File: src/rtl/macro_pkg.sv
package macro_pkg;
    localparam int OP_W   = 6;
    localparam int REG_W  = 5;
    localparam int SH_W   = 5;
    localparam int FN_W   = 6;
    localparam int HALF_W = 16;
    localparam int WORD_W = 2 * HALF_W;
    localparam int KIND_W = 2;

    localparam logic [OP_W-1:0]  OPC_SPECIAL = OP_W'(0);
    localparam logic [OP_W-1:0]  OPC_ORI     = OP_W'(13);
    localparam logic [OP_W-1:0]  OPC_LUI     = OP_W'(15);
    localparam logic [FN_W-1:0]  FN_MULT     = FN_W'(24);
    localparam logic [FN_W-1:0]  FN_MFLO     = FN_W'(18);
    localparam logic [REG_W-1:0] REG_ZERO    = REG_W'(0);
    localparam logic [REG_W-1:0] REG_AT      = REG_W'(1);

    typedef enum logic [KIND_W-1:0] {
        K_NONE = 2'b00,
        K_LI   = 2'b01,
        K_MUL  = 2'b10,
        K_RSV  = 2'b11
    } kind_e;

    typedef enum logic [1:0] {
        ST_IDLE,
        ST_FIRST,
        ST_SECOND
    } st_e;

    typedef struct packed {
        st_e               st;
        logic [WORD_W-1:0] w0;
        logic [WORD_W-1:0] w1;
        logic              two;
        logic              err;
    } seq_s;
endpackage

File: src/rtl/rtype_enc.sv
module rtype_enc
    import macro_pkg::*;
(
    input  logic [REG_W-1:0]  rs,
    input  logic [REG_W-1:0]  rt,
    input  logic [REG_W-1:0]  rd,
    input  logic [FN_W-1:0]   funct,
    output logic [WORD_W-1:0] word
);
    always_comb begin
        word = {OPC_SPECIAL, rs, rt, rd, SH_W'(0), funct};
    end
endmodule

File: src/rtl/itype_enc.sv
module itype_enc
    import macro_pkg::*;
(
    input  logic [OP_W-1:0]   op,
    input  logic [REG_W-1:0]  rs,
    input  logic [REG_W-1:0]  rt,
    input  logic [HALF_W-1:0] imm,
    output logic [WORD_W-1:0] word
);
    always_comb begin
        word = {op, rs, rt, imm};
    end
endmodule

File: src/rtl/macro_planner.sv
module macro_planner
    import macro_pkg::*;
(
    input  kind_e             kind,
    input  logic [REG_W-1:0]  rd,
    input  logic [REG_W-1:0]  rs,
    input  logic [REG_W-1:0]  rt,
    input  logic [WORD_W-1:0] imm,
    output logic [WORD_W-1:0] w0,
    output logic [WORD_W-1:0] w1,
    output logic              two,
    output logic              bad
);
    logic [HALF_W-1:0] hi_half;
    logic [HALF_W-1:0] lo_half;
    logic              narrow;
    logic [REG_W-1:0]  ori_base;
    logic [WORD_W-1:0] lui_w, ori_w, mult_w, mflo_w;

    assign hi_half  = imm[WORD_W-1:HALF_W];
    assign lo_half  = imm[HALF_W-1:0];
    assign narrow   = (hi_half == '0);
    assign ori_base = narrow ? REG_ZERO : REG_AT;

    itype_enc u_lui (
        .op(OPC_LUI), .rs(REG_ZERO), .rt(REG_AT), .imm(hi_half), .word(lui_w)
    );
    itype_enc u_ori (
        .op(OPC_ORI), .rs(ori_base), .rt(rd), .imm(lo_half), .word(ori_w)
    );
    rtype_enc u_mult (
        .rs(rs), .rt(rt), .rd(REG_ZERO), .funct(FN_MULT), .word(mult_w)
    );
    rtype_enc u_mflo (
        .rs(REG_ZERO), .rt(REG_ZERO), .rd(rd), .funct(FN_MFLO), .word(mflo_w)
    );

    always_comb begin
        w0  = '0;
        w1  = '0;
        two = 1'b0;
        bad = 1'b0;
        unique case (kind)
            K_LI: begin
                if (narrow) begin
                    w0 = ori_w;
                end else begin
                    w0  = lui_w;
                    w1  = ori_w;
                    two = 1'b1;
                end
            end
            K_MUL: begin
                w0  = mult_w;
                w1  = mflo_w;
                two = 1'b1;
            end
            default: bad = 1'b1;
        endcase
    end
endmodule

File: src/rtl/macro_expander.sv
module macro_expander
    import macro_pkg::*;
(
    input  logic              clk,
    input  logic              rst_n,
    input  logic              in_valid,
    output logic              in_ready,
    input  logic [KIND_W-1:0] in_kind,
    input  logic [REG_W-1:0]  in_rd,
    input  logic [REG_W-1:0]  in_rs,
    input  logic [REG_W-1:0]  in_rt,
    input  logic [WORD_W-1:0] in_imm,
    output logic              out_valid,
    input  logic              out_ready,
    output logic [WORD_W-1:0] out_word,
    output logic              err_pulse
);
    seq_s seq_d, seq_q;

    logic [WORD_W-1:0] plan_w0, plan_w1;
    logic              plan_two, plan_bad;

    macro_planner u_plan (
        .kind (kind_e'(in_kind)),
        .rd   (in_rd),
        .rs   (in_rs),
        .rt   (in_rt),
        .imm  (in_imm),
        .w0   (plan_w0),
        .w1   (plan_w1),
        .two  (plan_two),
        .bad  (plan_bad)
    );

    assign in_ready  = (seq_q.st == ST_IDLE);
    assign out_valid = (seq_q.st != ST_IDLE);
    assign out_word  = (seq_q.st == ST_SECOND) ? seq_q.w1 : seq_q.w0;
    assign err_pulse = seq_q.err;

    always_comb begin
        seq_d     = seq_q;
        seq_d.err = 1'b0;
        unique case (seq_q.st)
            ST_IDLE: begin
                if (in_valid) begin
                    if (plan_bad) begin
                        seq_d.err = 1'b1;
                    end else begin
                        seq_d.st  = ST_FIRST;
                        seq_d.w0  = plan_w0;
                        seq_d.w1  = plan_w1;
                        seq_d.two = plan_two;
                    end
                end
            end
            ST_FIRST: begin
                if (out_ready) begin
                    seq_d.st = seq_q.two ? ST_SECOND : ST_IDLE;
                end
            end
            ST_SECOND: begin
                if (out_ready) begin
                    seq_d.st = ST_IDLE;
                end
            end
            default: seq_d.st = ST_IDLE;
        endcase
    end

    always_ff @(posedge clk or negedge rst_n) begin
        if (!rst_n) begin
            seq_q <= '{st: ST_IDLE, w0: '0, w1: '0, two: 1'b0, err: 1'b0};
        end else begin
            seq_q <= seq_d;
        end
    end

    // right after reset the block is idle and quiet
    p_reset_idle_r1: assert property (@(posedge clk)
        $rose(rst_n) |-> (in_ready && !out_valid && !err_pulse));

    // no request is taken while a word is pending
    p_busy_blocks_r7: assert property (@(posedge clk) disable iff (!rst_n)
        out_valid |-> !in_ready);

    // a stalled word holds
    p_hold_r5: assert property (@(posedge clk) disable iff (!rst_n)
        (out_valid && !out_ready) |=> (out_valid && $stable(out_word)));

    // the error flag lasts one cycle and emits nothing
    p_err_single_r6: assert property (@(posedge clk) disable iff (!rst_n)
        err_pulse |=> !err_pulse);
    p_err_silent_r6: assert property (@(posedge clk) disable iff (!rst_n)
        err_pulse |-> !out_valid);

    // a taken upper-half load is followed by an OR from the temporary
    p_lui_then_ori_r3: assert property (@(posedge clk) disable iff (!rst_n)
        (out_valid && out_ready && out_word[WORD_W-1 -: OP_W] == OPC_LUI)
        |=> (out_valid && out_word[WORD_W-1 -: OP_W] == OPC_ORI
             && out_word[25:21] == REG_AT));

    // a taken multiply is followed by a move-from-lo
    p_mult_then_mflo_r4: assert property (@(posedge clk) disable iff (!rst_n)
        (out_valid && out_ready && out_word[WORD_W-1 -: OP_W] == OPC_SPECIAL
         && out_word[FN_W-1:0] == FN_MULT)
        |=> (out_valid && out_word[FN_W-1:0] == FN_MFLO));

    // after the last word the block is idle again
    p_release_r8: assert property (@(posedge clk) disable iff (!rst_n)
        (out_valid && out_ready && out_word[FN_W-1:0] == FN_MFLO
         && out_word[WORD_W-1 -: OP_W] == OPC_SPECIAL)
        |=> (in_ready && !out_valid));
endmodule

File: config.mk
export PLATFORM = sky130hd
export DESIGN_NAME = macro_expander
export DESIGN_NICKNAME = d
export VERILOG_FILES = /design/src/rtl/macro_pkg.sv /design/src/rtl/rtype_enc.sv /design/src/rtl/itype_enc.sv /design/src/rtl/macro_planner.sv /design/src/rtl/macro_expander.sv
export SDC_FILE = /design/constraint.sdc
export NUM_CORES = 1
export LEC_CHECK = 0
export BUFFER_PORTS_ARGS = -buffer_cell sky130_fd_sc_hd__buf_2
export CAP_MARGIN = 0
export CORE_MARGIN = 5
export CORE_UTILIZATION = 40
export DETAILED_ROUTE_END_ITERATION = 8
export PLACE_DENSITY = 0.63
export SYNTH_ARGS = -nofsm -noshare
export SYNTH_HDL_FRONTEND = slang
export SYNTH_HIERARCHICAL = 1
export SYNTH_SLANG_ARGS = --single-unit
File: constraint.sdc
create_clock -name clk -period 2.35 [get_ports clk]
set_clock_uncertainty 0.15 [all_clocks]
set_input_delay 0.47 -clock clk [delete_from_list [all_inputs] [get_ports clk]]
set_output_delay 0.47 -clock clk [all_outputs]
set_load 0.05 [all_outputs]
==> flow_summary_export.csv, run 1 <==
group,metric,value,unit
route,drtPass1Iterations,4,
power,p_sw,1.60,mW
floorplanning,die_h,128,um
worst_setup_path,crit_end,"out_word[31]",
power,combPwrFrac,37.0,%
yosys,synth_area,5580,um2
hold_path,worstHoldPathType,"in2async",
worst_setup_path,regToRegSetupSlack,480,ps
power,pwr-share-seq,32.9,%
cells_and_area,nets,666,
power,intPower,3.04,mW
power,swShare,34.5,%
global_route,grt_overflow_total,0,
route,drt-vias-per-instance,5.03,
clock_network,ctsHoldBuffers,0,
power,leakage,3.09,nW
cells_and_area,mostFrequentLayoutCell,"conb_1",
place,place_congestion,0.759,
sta,rsz0062_at_grt,"yes",
sta,max_slew.worst_pin.slew,1100,ps
worst_setup_path,required,1730,ps
clock_network,clk_latency,340,ps
cells_and_area,layout-drive-gt1-share,42.9,%
sta,period_needed,2330,ps
yosys,synth_top_area_share,30.5,%
global_route,track_usage,17.4,%
global_route,antenna_found_initial,2,
worst_setup_path,cp.depth,4,
floorplanning,coreArea,13800,um2
power,total_power,4.64,mW
route,drtIter0Drc,134,
clock_network,ctsLongestPathBuffers,2,
power,power_density,728,nW/um2
cells_and_area,syn2layout_area_growth,14.3,%
clock_network,cts_tree,"done",
worst_setup_path,path_class,"reg2out",
yosys,yosysTopAreaCell,"dfrtp_1",
worst_setup_path,rr_worst_depth,5,
worst_setup_path,path_buf_inv,2,
floorplanning,pin_count,88,
worst_setup_path,r2r-start,"seq_q[67]",
sta,relSlewSlack,26.1,%
place,io_buffers,87,
clock_network,cts_root_buf,"clkbuf_16",
yosys,synthCells,565,
power,vdd_drop_max,373,uV
yosys,ys.flop_type,"dfrtp_1",
global_route,grt_max_degree,69,
yosys,synthTopCellsByArea,"dfrtp_1, mux2_2, buf_4",
yosys,synth_seq_cells,68,
floorplanning,dieArea,16400,um2
clock_network,clkSlewWorstSetupHoldPaths,60,ps
worst_setup_path,arrival,1710,ps
worst_setup_path,crit_chain,"nor2b_4 -> buf_8 -> mux2_2 -> buf_2",
yosys,synth_area_per_cell,9.87,um2
worst_setup_path,r2r_end,"seq_q[24]",
yosys,synth-edff-count,0,
sta,clock.fmax,430,MHz
cells_and_area,most-common-layout-cells,"conb_1, buf_2, dfrtp_1, mux2_2, nand2_1",
worst_setup_path,critPathLaunchType,"flip-flop",
sta,final_hold_viol_count,0,
route,route.detailed.drc,0,
flow_run,maxCapViolations,0,
place,hpwl,9780,um
global_route,grt_pass1_vias,4151,
route,wirelength,13800,um
worst_setup_path,crit_start,"seq_q[66]",
worst_setup_path,setup.worst_path.end_class,"output port",
route,drtAntennaViolNets,0,
clock_network,htreeDepth,3,
sta,setup_violations,0,
worst_setup_path,crit_fanout,11,
clock_network,numClockSinks,68,
route,vias,4006,
sta,fin_hold_ws,0.243,ps
worst_setup_path,cp_top_family,"flip-flops",
sta,final.period_utilization,99.0,%
worst_setup_path,cpPeakStageDelay,430,ps
yosys,yosysWarningCount,6,
yosys,yosysSeqAreaShare,30.5,%
floorplanning,start_util,40.5,%
sta,slew_viol_final,0,
route,wire_per_inst,17.3,um
worst_setup_path,critPathSlowestCell,"dfrtp_2",
floorplanning,die_x,128,um
yosys,synth.distinct_cells,26,
outcome,outcome,"complete, no violations",
yosys,ys_async_sr_fraction,100,%
clock_network,cts-buffers-inserted,9,
floorplanning,num_rows,43,
global_route,grt_pass1_wl,22400,um
power,pwr-share-clk,30.1,%
## cell families (layout without fill, tap and decap cells)
kind of cell	Yosys count	count (layout)	synth area share, %
multiplexers	97	97	19.6
adder cells (fa/ha/maj)	2	2	0.449
AO/OA/AOI/OAI	101	101	15.0
other	4	76	0.269
flip-flops	68	68	30.5
buffers and inverters	182	161	22.6
AND/OR/NAND/NOR	111	112	11.6
## flip-flops by register name, summed over array words and instances, names as in the netlist
register   flops
seq_q         67
err_pulse      1
## final cells by class
class / count / area (um2)
repair buffers: 141 / 1090
fillers: 1351 / 7400
multi-input cells: 387 / 3030
well taps: 180 / 225
inverters: 4 / 15.0
diodes: 1 / 2.50
clock inverters: 4 / 47.5
flip-flops and latches: 68 / 1700
clock buffers: 12 / 256
## power by group through the flow
stage / registers [mW] / clock network, mW / logic (mW)
floorplan: 1.51 / 0 / 1.33
global placement: 1.53 / 0 / 1.55
detailed placement: 1.55 / 0 / 1.57
CTS: 1.52 / 1.42 / 1.72
global route: 1.55 / 1.46 / 1.83
finish: 1.53 / 1.40 / 1.72
## synth_stat cells (all sizes together), types with 2 or more instances
master / number
clkbuf: 34
o211ai: 32
nand2b: 2
nand2: 64
ha: 2
inv: 4
conb: 4
buf: 144
or4: 5
and3b: 32
a21oi: 2
a22o: 32
mux2: 97
nor2b: 3
o41ai: 33
dfrtp: 68
## worst register-to-register path, stage by stage, from the launching register on
cell     delay [ps]
dfrtp_2         410
buf_4           160
nor4b_4         300
buf_4           220
buf_12          170
mux2_2          360
## layer usage
| metal | track usage [%] | vias up | wire [um] | share of wire, % |
|---|---|---|---|---|
| met3 | 4.00 | 13 | 689 | 5.0 |
| met2 | 28.8 | 93 | 6930 | 50 |
| met5 | 0 | - | 7 | 0.051 |
| met1 | 22.6 | 1960 | 6030 | 44 |
| li1 | - | 1938 | - | - |
| met4 | 5.12 | 2 | 167 | 1.2 |
## how the worst min path moves through the flow
stage | slack (ps) | cells past startpoint | startpoint | to
after global routing | 50 | 2 | rst_n | seq_q[10]
after CTS | 10 | 2 | rst_n | seq_q[10]
after global placement | 330 | 1 | seq_q[3] | seq_q[3]
after detailed placement | 340 | 1 | seq_q[14] | seq_q[14]
after floorplan | 20 | 0 | rst_n | err_pulse
final | 0.2 | 2 | rst_n | seq_q[10]
## metrics by stage
step,cells,util (%),cell area [um2],setup slack [ps],TNS [ps]
2_1_floorplan,636,-,5980,-344,-5120
3_3_place_gp,776,42.6,5870,-267,-11010
3_5_place_dp,776,42.6,5870,-281,-12460
4_1_cts,797,46.2,6370,-7.44,-17.9
5_1_grt,797,46.3,6370,-25.2,-286
6_report,797,46.3,6370,22.8,0
## what timing repair did
| action | 4_1_cts | 5_1_grt |
|---|---|---|
| cloned | 1 | 1 |
| setup buffers | 4 | 0 |
| resized for setup | 42 | 11 |
| endpoints found under the setup margin | 31 | 34 |
| hold endpoints to repair | 0 | 0 |
(Power assumes the default switching activity.)
==> run 2: changes to the inputs <==
ABC_AREA = 1   (was default)
CTS_CLUSTER_DIAMETER = 200   (was default)
==> run 2 against run 1 <==
  * Sequential share of layout area rose by 1.5 points
  * Utilization fell by 3.2 points
  * Critical path depth rose by 1
  * Wire length rose by 7.8%
  * Combinational power fell by 20%
  * Final area fell by 5.4%
  * Largest cell class unchanged
==> flow_summary_export.csv, run 2 <==
group,metric,value,unit
yosys,yosysTopAreaCell,"dfrtp_1",
worst_setup_path,setup.worst_path.end_class,"output port",
global_route,grt_max_degree,67,
yosys,ys.flop_type,"dfrtp_1",
route,drt-vias-per-instance,4.60,
sta,final.period_utilization,95.4,%
cells_and_area,layout-drive-gt1-share,15.2,%
worst_setup_path,cpPeakStageDelay,440,ps
global_route,antenna_found_initial,0,
yosys,synth_seq_cells,68,
clock_network,cts_root_buf,"clkbuf_16",
place,io_buffers,87,
worst_setup_path,cp.depth,5,
worst_setup_path,crit_end,"out_word[27]",
sta,clock.fmax,446,MHz
worst_setup_path,critPathSlowestCell,"dfrtp_1",
floorplanning,pin_count,88,
worst_setup_path,cp_common_cell,"nand2_1",
worst_setup_path,required,1730,ps
clock_network,ctsLongestPathBuffers,2,
clock_network,numClockSinks,68,
yosys,synthCells,911,
sta,max_slew.worst_pin.slew,706,ps
worst_setup_path,critPathLaunchType,"flip-flop",
global_route,grt_pass1_wl,24200,um
clock_network,clkSlewWorstSetupHoldPaths,60,ps
worst_setup_path,regToRegSetupSlack,700,ps
sta,setup_violations,0,
floorplanning,num_rows,43,
yosys,synth-edff-count,0,
global_route,grt_overflow_total,0,
yosys,synthTopCellsByArea,"dfrtp_1, nand2_1, buf_4",
floorplanning,dieArea,16900,um2
worst_setup_path,path_buf_inv,2,
worst_setup_path,cp_top_family,"buffers and inverters",
floorplanning,die_x,130,um
global_route,track_usage,18.2,%
cells_and_area,mostFrequentLayoutCell,"nand2_1",
yosys,synth_area,5760,um2
sta,finalSetupTns,0,ps
global_route,met1_usage,24.1,%
sta,rsz0062_at_grt,"no",
yosys,yosysWarningCount,6,
power,leakage,3.41,nW
route,vias,5073,
yosys,synth_top_area_share,29.5,%
cells_and_area,regMostFlops,"seq_q",
worst_setup_path,r2r_end,"seq_q[62]",
worst_setup_path,r2r-start,"seq_q[66]",
route,drtAntennaViolNets,0,
worst_setup_path,path_class,"reg2out",
power,vdd_drop_max,364,uV
global_route,top_usage_layer,"met2",
route,wirelength,14900,um
sta,slew_viol_final,0,
yosys,yosysSeqAreaShare,29.5,%
cells_and_area,syn2layout_area_growth,4.67,%
route,drtIter0Drc,472,
global_route,grt_use_met3,3.81,%
route,wire_per_inst,13.5,um
clock_network,cts_tree,"done",
cells_and_area,fill_cells,1562,
clock_network,htreeDepth,3,
yosys,synth.distinct_cells,16,
floorplanning,die_h,130,um
worst_setup_path,arrival,1620,ps
route,route.detailed.drc,0,
flow_run,maxCapViolations,0,
power,power_density,692,nW/um2
worst_setup_path,rr_worst_depth,5,
floorplanning,start_util,41.2,%
sta,fin_ws,108,ps
sta,period_needed,2240,ps
place,place_congestion,0.787,
cells_and_area,n_antenna_cell,0,
global_route,grt_pass1_vias,4758,
sta,relSlewSlack,52.9,%
clock_network,cts-buffers-inserted,9,
global_route,met2_usage,29.4,%
hold_path,min_from,"in_valid",
clock_network,clk_latency,340,ps
place,hpwl,9800,um
outcome,outcome,"complete, no violations",
yosys,yosys-top-cells-count,"nand2_1, nand3_1, buf_4",
cells_and_area,most-common-layout-cells,"nand2_1, nand3_1, buf_2, conb_1, inv_1",
yosys,yosysMostFrequentCell,"nand2_1",
sta,final_hold_viol_count,0,
place,dp_slack,249,ps
route,drtPass1Iterations,5,
worst_setup_path,crit_start,"seq_q[66]",
worst_setup_path,crit_chain,"nor2_4 -> buf_4 -> nand2_1 -> nand2_1 -> buf_2",
floorplanning,coreArea,14000,um2
yosys,synth_area_per_cell,6.32,um2
yosys,ys_async_sr_fraction,100,%
cells_and_area,nets,973,
sta,fin_hold_ws,249,ps
hold_path,worstHoldPathType,"in2reg",
worst_setup_path,crit_fanout,11,
cells_and_area,largest_register_ffs,67,
## run 2: changes by cell type in the layout (fill, tap and decap cells not counted), moves of 33 or more
| cell | previous run | this run |
|---|---|---|
| nand2_1 | 64 | 331 |
| nand3_1 | 0 | 162 |
| mux2_2 | 65 | 0 |
| o41ai_1 | 33 | 0 |
| a21oi_1 | 2 | 65 |
| inv_1 | 4 | 69 |
## run 2: where the power goes
group / leakage (nW) / switching (mW) / internal (mW)
sequential: 0.919 / 0.107 / 1.36
clock: 0.138 / 0.528 / 0.799
combinational: 2.35 / 1.01 / 0.366
## run 2: worst reg2reg max path, delay by kind of cell, from the launching register on
| family | cells | cell delay [ps] |
|---|---|---|
| AND/OR/NAND/NOR | 4 | 630 |
| flip-flops | 1 | 440 |
| buffers and inverters | 1 | 310 |
## run 2: logic make-up (layout without fill, tap and decap cells)
kind of cell / Yosys count / in the layout / synth area share [%]
other: 4 / 75 / 0.261
DFF: 68 / 68 / 29.5
adders and majority gates: 2 / 2 / 0.434
buffers and inverters: 261 / 202 / 26.6
AOI/OAI and AO/OA: 65 / 65 / 5.65
and+or+nand+nor: 511 / 511 / 37.5
## run 2: area by class of cell
class | count | area, um2 | area share [%]
multi-input combinational | 653 | 2800 | 46.4
inverter | 72 | 273 | 4.52
clock buffer | 13 | 270 | 4.48
sequential | 68 | 1700 | 28.2
timing repair buffer | 114 | 741 | 12.3
tap | 180 | 225 | 3.73
clock inverter | 3 | 20.0 | 0.332
## run 2: how the worst min path moves through the flow
stage                 to  slack (ps)  depth (start not counted)
2_1_floorplan  err_pulse          20                          0
3_3_place_gp   seq_q[42]         280                          1
3_5_place_dp   seq_q[10]         270                          1
4_1_cts        err_pulse         240                          3
5_1_grt        err_pulse         250                          3
6_report       err_pulse         250                          3
## run 2: per-stage QoR
step	instances	area, um2	utilization (%)	power, mW
final	1103	6030	43.1	4.17
after global routing	1103	6030	43.1	4.41
after CTS	1103	6010	43.0	4.21
after detailed placement	1086	5700	40.8	2.86
after global placement	1086	5700	40.8	2.85
after floorplan	982	6030	-	2.63
## run 2: per-layer routing
layer  routed length, um  vias to the layer above  share of wire (%)
li1                    -                     2652                  -
met1                6850                     2268                 46
met2                6900                      140                 46
met3                 885                       13                5.9
met4                 260                        0                1.7
met5                   0                        -                  0
## run 2: what timing repair did
| item | in CTS | in global routing |
|---|---|---|
| pin swaps | 0 | 0 |
| endpoints found under the setup margin | 3 | 24 |
| hold buffers | 1 | 0 |
| resized for setup | 3 | 8 |
| setup buffers | 0 | 0 |
| endpoints found under the hold margin | 16 | 0 |
